## src/rtl/frx_pkg.sv

```systemverilog
package frx_pkg;

    // Per-lane receive sequencing
    typedef enum logic [1:0] {
        ST_HUNT    = 2'd0,
        ST_PAYLOAD = 2'd1,
        ST_VPAR    = 2'd2
    } rx_state_e;

    localparam int unsigned DEF_DW            = 32;
    localparam int unsigned DEF_PAYLOAD_WORDS = 16;
    localparam int unsigned DEF_NCH           = 4;

endpackage

```

## src/rtl/frx_vacc.sv

```systemverilog
module frx_vacc #(
    parameter int unsigned DW = 32
) (
    input  logic          clk,
    input  logic          rst_n,
    input  logic          load_i,
    input  logic          fold_i,
    input  logic [DW-1:0] word_i,
    output logic [DW-1:0] acc_o
);

    logic [DW-1:0] acc_q;

    // Column-wise parity: the header seeds it, payload words fold in
    always_ff @(posedge clk) begin
        if (!rst_n) begin
            acc_q <= '0;
        end else if (load_i) begin
            acc_q <= word_i;
        end else if (fold_i) begin
            acc_q <= acc_q ^ word_i;
        end
    end

    assign acc_o = acc_q;

endmodule

```

## src/rtl/frx_lane.sv

```systemverilog
module frx_lane
    import frx_pkg::*;
#(
    parameter int unsigned DW            = 32,
    parameter int unsigned PAYLOAD_WORDS = 16
) (
    input  logic          clk,
    input  logic          rst_n,
    input  logic          sof_i,
    input  logic          par_i,
    input  logic [DW-1:0] data_i,
    output logic          pl_valid_o,
    output logic          pl_last_o,
    output logic [DW-1:0] pl_data_o,
    output logic          hperr_o,
    output logic          vperr_o
);

    localparam int unsigned     CW       = $clog2(PAYLOAD_WORDS + 1);
    localparam logic [CW-1:0]   LAST_IDX = CW'(PAYLOAD_WORDS);
    localparam logic [CW-1:0]   FIRST_PL = CW'(1);

    rx_state_e     state_q, state_d;
    logic [CW-1:0] idx_q;
    logic [DW-1:0] vacc;
    logic          in_frame;
    logic          take_pl;
    logic          at_last;

    assign in_frame = sof_i || (state_q != ST_HUNT);
    assign take_pl  = (state_q == ST_PAYLOAD) && !sof_i;
    assign at_last  = (idx_q == LAST_IDX);

    // Next-state decision
    always_comb begin
        state_d = state_q;
        unique case (state_q)
            ST_HUNT: begin
                if (sof_i) state_d = ST_PAYLOAD;          // HUNT_TO_PAYLOAD
            end
            ST_PAYLOAD: begin
                if (sof_i)        state_d = ST_PAYLOAD;   // PAYLOAD_RESTART
                else if (at_last) state_d = ST_VPAR;      // PAYLOAD_TO_VPAR
            end
            ST_VPAR: begin
                if (sof_i) state_d = ST_PAYLOAD;          // VPAR_RESTART
                else       state_d = ST_HUNT;             // VPAR_TO_HUNT
            end
            default: state_d = ST_HUNT;
        endcase
    end

    // State register
    always_ff @(posedge clk) begin
        if (!rst_n) state_q <= ST_HUNT;
        else        state_q <= state_d;
    end

    // Index of the next expected word within the frame
    always_ff @(posedge clk) begin
        if (!rst_n) begin
            idx_q <= '0;
        end else if (sof_i) begin
            idx_q <= FIRST_PL;
        end else if (take_pl) begin
            idx_q <= idx_q + CW'(1);
        end
    end

    frx_vacc #(.DW(DW)) u_vacc (
        .clk    (clk),
        .rst_n  (rst_n),
        .load_i (sof_i),
        .fold_i (take_pl),
        .word_i (data_i),
        .acc_o  (vacc)
    );

    // Error events, taken by the status register at this edge
    assign hperr_o = in_frame && !(^{data_i, par_i});
    assign vperr_o = (state_q == ST_VPAR) && !sof_i && (vacc != data_i);

    // Registered downstream outputs
    always_ff @(posedge clk) begin
        if (!rst_n) begin
            pl_valid_o <= 1'b0;
            pl_last_o  <= 1'b0;
            pl_data_o  <= '0;
        end else begin
            pl_valid_o <= take_pl;
            pl_last_o  <= take_pl && at_last;
            pl_data_o  <= data_i;
        end
    end

endmodule

```

## src/rtl/frx_status.sv

```systemverilog
module frx_status #(
    parameter int unsigned NCH = 4
) (
    input  logic             clk,
    input  logic             rst_n,
    input  logic [NCH-1:0]   hp_evt_i,
    input  logic [NCH-1:0]   vp_evt_i,
    input  logic             rd_i,
    output logic [2*NCH-1:0] status_o
);

    localparam int unsigned SW = 2 * NCH;

    logic [SW-1:0] evt;
    logic [SW-1:0] bits_q;

    assign evt = {vp_evt_i, hp_evt_i};

    // One sticky bit per error source; a new event wins over a read
    for (genvar b = 0; b < SW; b++) begin : g_bit
        always_ff @(posedge clk) begin
            if (!rst_n)      bits_q[b] <= 1'b0;
            else if (evt[b]) bits_q[b] <= 1'b1;
            else if (rd_i)   bits_q[b] <= 1'b0;
        end
    end

    assign status_o = bits_q;

endmodule

```

## src/rtl/frx_quad_rx.sv

```systemverilog
module frx_quad_rx
    import frx_pkg::*;
#(
    parameter int unsigned NCH           = DEF_NCH,
    parameter int unsigned DW            = DEF_DW,
    parameter int unsigned PAYLOAD_WORDS = DEF_PAYLOAD_WORDS
) (
    input  logic               clk,
    input  logic               rst_n,
    input  logic [NCH-1:0]     sof_i,
    input  logic [NCH-1:0]     par_i,
    input  logic [NCH*DW-1:0]  data_i,
    output logic [NCH-1:0]     pl_valid_o,
    output logic [NCH-1:0]     pl_last_o,
    output logic [NCH*DW-1:0]  pl_data_o,
    input  logic               stat_rd_i,
    output logic [2*NCH-1:0]   stat_o
);

    logic [NCH-1:0] hp_evt;
    logic [NCH-1:0] vp_evt;

    for (genvar c = 0; c < NCH; c++) begin : g_lane
        frx_lane #(
            .DW            (DW),
            .PAYLOAD_WORDS (PAYLOAD_WORDS)
        ) u_lane (
            .clk        (clk),
            .rst_n      (rst_n),
            .sof_i      (sof_i[c]),
            .par_i      (par_i[c]),
            .data_i     (data_i[c*DW +: DW]),
            .pl_valid_o (pl_valid_o[c]),
            .pl_last_o  (pl_last_o[c]),
            .pl_data_o  (pl_data_o[c*DW +: DW]),
            .hperr_o    (hp_evt[c]),
            .vperr_o    (vp_evt[c])
        );
    end

    frx_status #(.NCH(NCH)) u_status (
        .clk      (clk),
        .rst_n    (rst_n),
        .hp_evt_i (hp_evt),
        .vp_evt_i (vp_evt),
        .rd_i     (stat_rd_i),
        .status_o (stat_o)
    );

endmodule

```

## config.mk

```make
export PLATFORM = sky130hd
export DESIGN_NAME = frx_quad_rx
export DESIGN_NICKNAME = d
export VERILOG_FILES = /design/src/rtl/frx_pkg.sv /design/src/rtl/frx_vacc.sv /design/src/rtl/frx_lane.sv /design/src/rtl/frx_status.sv /design/src/rtl/frx_quad_rx.sv
export SDC_FILE = /design/constraint.sdc
export NUM_CORES = 1
export LEC_CHECK = 0
export BUFFER_PORTS_ARGS = -buffer_cell sky130_fd_sc_hd__buf_2
export CORE_AREA = 3 3 165 167
export CTS_BUF_LIST = sky130_fd_sc_hd__clkbuf_4
export DETAILED_ROUTE_END_ITERATION = 8
export DIE_AREA = 0 0 168 170
export PLACE_DENSITY = 0.9
export SLEW_MARGIN = 10
export SYNTH_ARGS = -nofsm -noshare
export SYNTH_HDL_FRONTEND = slang
export SYNTH_SLANG_ARGS = --single-unit
```

## constraint.sdc

```tcl
create_clock -name clk -period 2.06 [get_ports clk]
set_input_delay 0.206 -clock clk [delete_from_list [all_inputs] [get_ports clk]]
set_output_delay 0.206 -clock clk [all_outputs]
set_load 0.02 [all_outputs]
```

* Word level (Yosys, flattened, before mapping) *
Index checks and enable logic that the tools add are counted.
Widths: inputs -> output; s select.

storage, ports and cells
  output and inout port bits = 144
  bits of input ports = 139
  register bits = 300
  logic and storage cells = 178

operators by class
  bitwise logic cells = 5
  eq/ne operators = 24
  reduce and logical (&&, ||, !) cells = 64
  muxes and demuxes = 45
  $add $sub $neg = 4

operators by type and width
  cell                 number
  $mux 32              8
  $reduce_xor 33->1    4
  $ne 32x32->1         4
  $xor 32x32->32       4
  $reduce_bool 2->1    16
  $mux 2               12
  $pmux 2 s3           4
  $mux 1               21
  $add 5x1->5 const B  4
  $eq 5x5->1 const B   4
  $logic_and 1x1->1    20
  $ne 3x2->1 const B   4
  $eq 2x1->1 const B   4
  $eq 2x2->1 const B   4
  $logic_not 1->1      8
  $logic_not 2->1      4
  $ne 2x2->1 const B   4
  $reduce_and 2->1     4
  $reduce_or 2->1      4
  $logic_or 1x1->1     4
  $not 1->1            1

* Logic depth before layout (Yosys ltp) *
  word-level depth = 4
  depth in mapped cells = 6
  gate-level depth less buffers = 6

* Hierarchy *
A second synthesis with hierarchy kept.

second synthesis, totals
  cells, all modules = 1609
  area total of the unflattened synthesis = 15189.6 um^2

by module, submodules not included
  module      cells an instance  instances  area each (um^2)  seq. area each (um^2)
  frx_lane    183                4          1885.6            820.8
  frx_vacc    213                4          1843.0            640.6
  frx_status  25                 1          275.3             160.2

* Least setup slack after synthesis *
Ideal clock, no wire load.

  kind = input-to-reg
  start = in data_i[6]
  end = reg u_status.bits_q[0], in the netlist u_status.status_o[0]
  path slack = 561 ps
  cell stages on the path = 6
  path buffers = 0
  arrival = 1383 ps
  cells stage by stage = xor2_1 > xnor2_1 > xnor2_1 > xnor3_1 > xnor2_1 > o211a_1

on the way
  longest elaborated chain between the ends = 4

ends and longest elaborated chain
  item                                         RTL line           RTL
  start, declared                              frx_quad_rx.sv:12  input logic [NCH*DW-1:0] data_i,
  $reduce_xor 33->1 (*)                        frx_lane.sv:80     assign hperr_o = in_frame && !(^{data_i, par_i});
  $logic_not 1->1 (*)                          frx_lane.sv:80
  $logic_and 1x1->1 (*)                        frx_lane.sv:80
  $mux 1 or $reduce_bool 2->1 (tied branches)  -
  end signal, assigned by index                frx_status.sv:22   if (!rst_n) bits_q[b] <= 1'b0;
  end signal, assigned by index                frx_status.sv:23   else if (evt[b]) bits_q[b] <= 1'b1;
  end signal, assigned by index                frx_status.sv:24   else if (rd_i) bits_q[b] <= 1'b0;
  end, declared                                frx_status.sv:15   logic [SW-1:0] bits_q;

Mark *: on every way between the ends. The rest lies on a longest branch, timed or not.
A chain may end at the register's enable or synchronous reset.

* Worst setup path after layout *
  start = in data_i[70]
  end = reg u_status.bits_q[2], in the netlist u_status.status_o[2]

The elaborated chain is that of the path after synthesis.

==> impl_results.md <==
* Crit end category: register
* CTS tree: done
* Peak supply drop at 0.686 mV
* Layout cells sized above 1 at 0.211
* Initial antenna violation count at 2
* Chip height at 170 µm
* Hold WC Path Type: input pin to register
* Max Cap Violations at 0
* Grt ovf at 0
* Mapped Area at 0.0141 mm²
* CP Launch Type: input pin
* Via count at 13100
* Fin. max-slew vios at 0
* Router iterations before antenna repair at 5
* Drt via density at 5.40
* Vias in the first global route at 13300
* I/O pins at 283
* Placed insts at 2151
* I/O Buffers at 282
* Setup Skew at 58.6 ps
* Status: complete, no violations
* Asr flop ratio synth at 0
* Initial DRC count at 975
* Netlist cell types at 27
* Pin count of the biggest net entering global routing at 70
* Fillers at 1745
* Setup TNS Final at 0 ps
* Fin cells at 2417
* CTS H-tree depth at 3
* Fmax at 0.539 GHz
* PwrDens at 799 mW/mm²
* Hold WS at 113 ps
* Synth-to-Final Area Change at 27.7%
* Worst slew pin tran at 964 ps
* Core area at 0.0259 mm²
* Placed inst area at 0.0158 mm²
* Post-Syn Nets at 1751
* Final setup violating endpoints at 0
* Rel. slew slack at 0.357
* TritonCTS buffer count at 78
* Drc violations at 0
* Avg Cell Area, Syn at 8.82 µm²
* First-pass GRT wire length at 64300 µm
* Clk slew on worst S/H paths at 60 ps
* Die X at 168 µm
* Crit path max fanout at 5
* Initial Util at 0.546
* Ys Warns at 0
* Dominant synthesized flop cell: dfxtp_1
* GP Congestion at 0.836
* Finished Cell Area at 0.0181 mm²
* Cell count after synthesis at 1604
* Max Root-Sink Buffers at 3
* DP HPWL at 23400 µm
* Post-Route WL at 40100 µm
* RSZ-0062 raised after global routing: no
* Clock Sink Count at 300
* EDFF count, synth at 0
* Wirelength per Cell at 16.6 µm
* Clk Latency, worst-skew pair at 670 ps
* Clock root cell: clkbuf_4
* Crit share post-route at 0.900
* Yosys reg bits at 300
* Setup Fix Bufs, Post-CTS at 0
* Post-synthesis sequential area ratio at 0.425
* Final hold viol count at 0
* Worst Path Required at 2580 ps
* Lkg Pwr at 0.00785 µW
* Die footprint at 0.0286 mm²
* Data arrival time of the critical path at 2370 ps
* Fin crit period at 1850 ps
* Nets at 2172
* Remaining antenna violation count after routing at 0
* # rows at 59
* Critical setup path kind: input pin to register
* Tot GR Track Use at 0.268
-- Yosys cell counts, types with 9 or more instances --
cell	instances	area share
and2_1	125	0.055
xnor2_1	108	0.067
o21ai_0	129	0.046
nand2b_1	12	0.0053
nand4_1	16	0.0071
dfxtp_1	300	0.42
nand2_1	147	0.039
nor2_1	155	0.041
xor2_1	156	0.097
clkbuf_1	85	0.023
nor4_1	32	0.014
a21boi_0	131	0.070
nand3b_1	127	0.067
nor3_1	9	0.0032
-- layer usage --
metal | wire (µm) | GRT usage | vias to the layer above
met2 | 20400 | 0.487 | 570
met5 | 0 | 0 | -
met3 | 3010 | 0.0613 | 139
li1 | - | - | 6198
met1 | 15200 | 0.301 | 6153
met4 | 1380 | 0.120 | 0
-- critical path, stage by stage --
cell and delay [ps]:
dlygate4sd3_1 550, buf_2 160, xor2_1 320, xnor2_1 190
xnor2_1 140, xnor3_1 440, xnor2_1 150, o211a_1 210
-- where the power goes --
part / total, µW / internal, µW / switching (µW)
registers: 6390 / 6150 / 235
logic: 2930 / 1380 / 1550
clock network: 5120 / 2630 / 2480
total: 14400 / 10200 / 4270
-- cells in the final DEF (no fill, tap or decap), types with 7 or more instances in the layout --
cell type,count
dfxtp_1,300
buf_2,281
xor2_1,156
nor2_1,155
nand2_1,147
a21boi_0,131
o21ai_0,129
dlygate4sd3_1,129
nand3b_1,127
and2_1,125
clkbuf_4,112
xnor2_1,108
nor4_1,32
buf_4,28
nand4_1,16
clkinv_1,14
nand2b_1,12
nor3_1,9
inv_1,8
ha_1,8
a21oi_1,7
-- metrics by stage --
step | utilization | total power (µW) | setup WS (ps)
after floorplan | - | 8290 | 561
after global placement | 0.610 | 9020 | 248
after detailed placement | 0.610 | 9150 | 196
after CTS | 0.697 | 14400 | 355
after global routing | 0.697 | 15100 | 239
final | 0.697 | 14400 | 205
-- worst paths after layout --
kind | to | start | slack (ps) | depth (start not counted)
max | u_status.status_o[2] | data_i[70] | 210 | 8
min | u_status.status_o[4] | stat_rd_i | 110 | 3
max reg2reg | u_status.status_o[7] | g_lane[3].u_lane.u_vacc.acc_o[18] | 470 | 5
min reg2reg | u_status.status_o[6] | u_status.status_o[6] | 490 | 2
-- registers in the layout, summed over array words and instances, names as in the netlist --
name / count
g_lane.u_lane.pl_data_o: 128
g_lane.u_lane.u_vacc.acc_o: 128
g_lane.u_lane.idx_q: 20
g_lane.u_lane.state_q: 8
u_status.status_o: 8
g_lane.u_lane.pl_last_o: 4
g_lane.u_lane.pl_valid_o: 4
-- cell type report --
cell class              count  area, µm²  area share
diodes                      2       5.00    0.000277
clock buffers             112        841      0.0465
clock inverters            23        125     0.00693
inverters                   8       30.0     0.00166
multi-input cells        1198       7720       0.427
flip-flops and latches    300       6010       0.332
well taps                 335        419      0.0232
repair buffers            439       2920       0.162
-- cell families after synthesis --
family	share of synthesized area
fa+ha+maj	0.00708
flops	0.425
xor+xnor	0.170
simple gates	0.244
buf+inv	0.0303
compound gates	0.125
-- what timing repair did --
action / 4_1_cts / 5_1_grt
gates resized for setup: 0 / 0
hold buffers: 129 / 0
hold endpoints to repair: 260 / 0
Note: power is estimated with default switching activity, not from simulation.
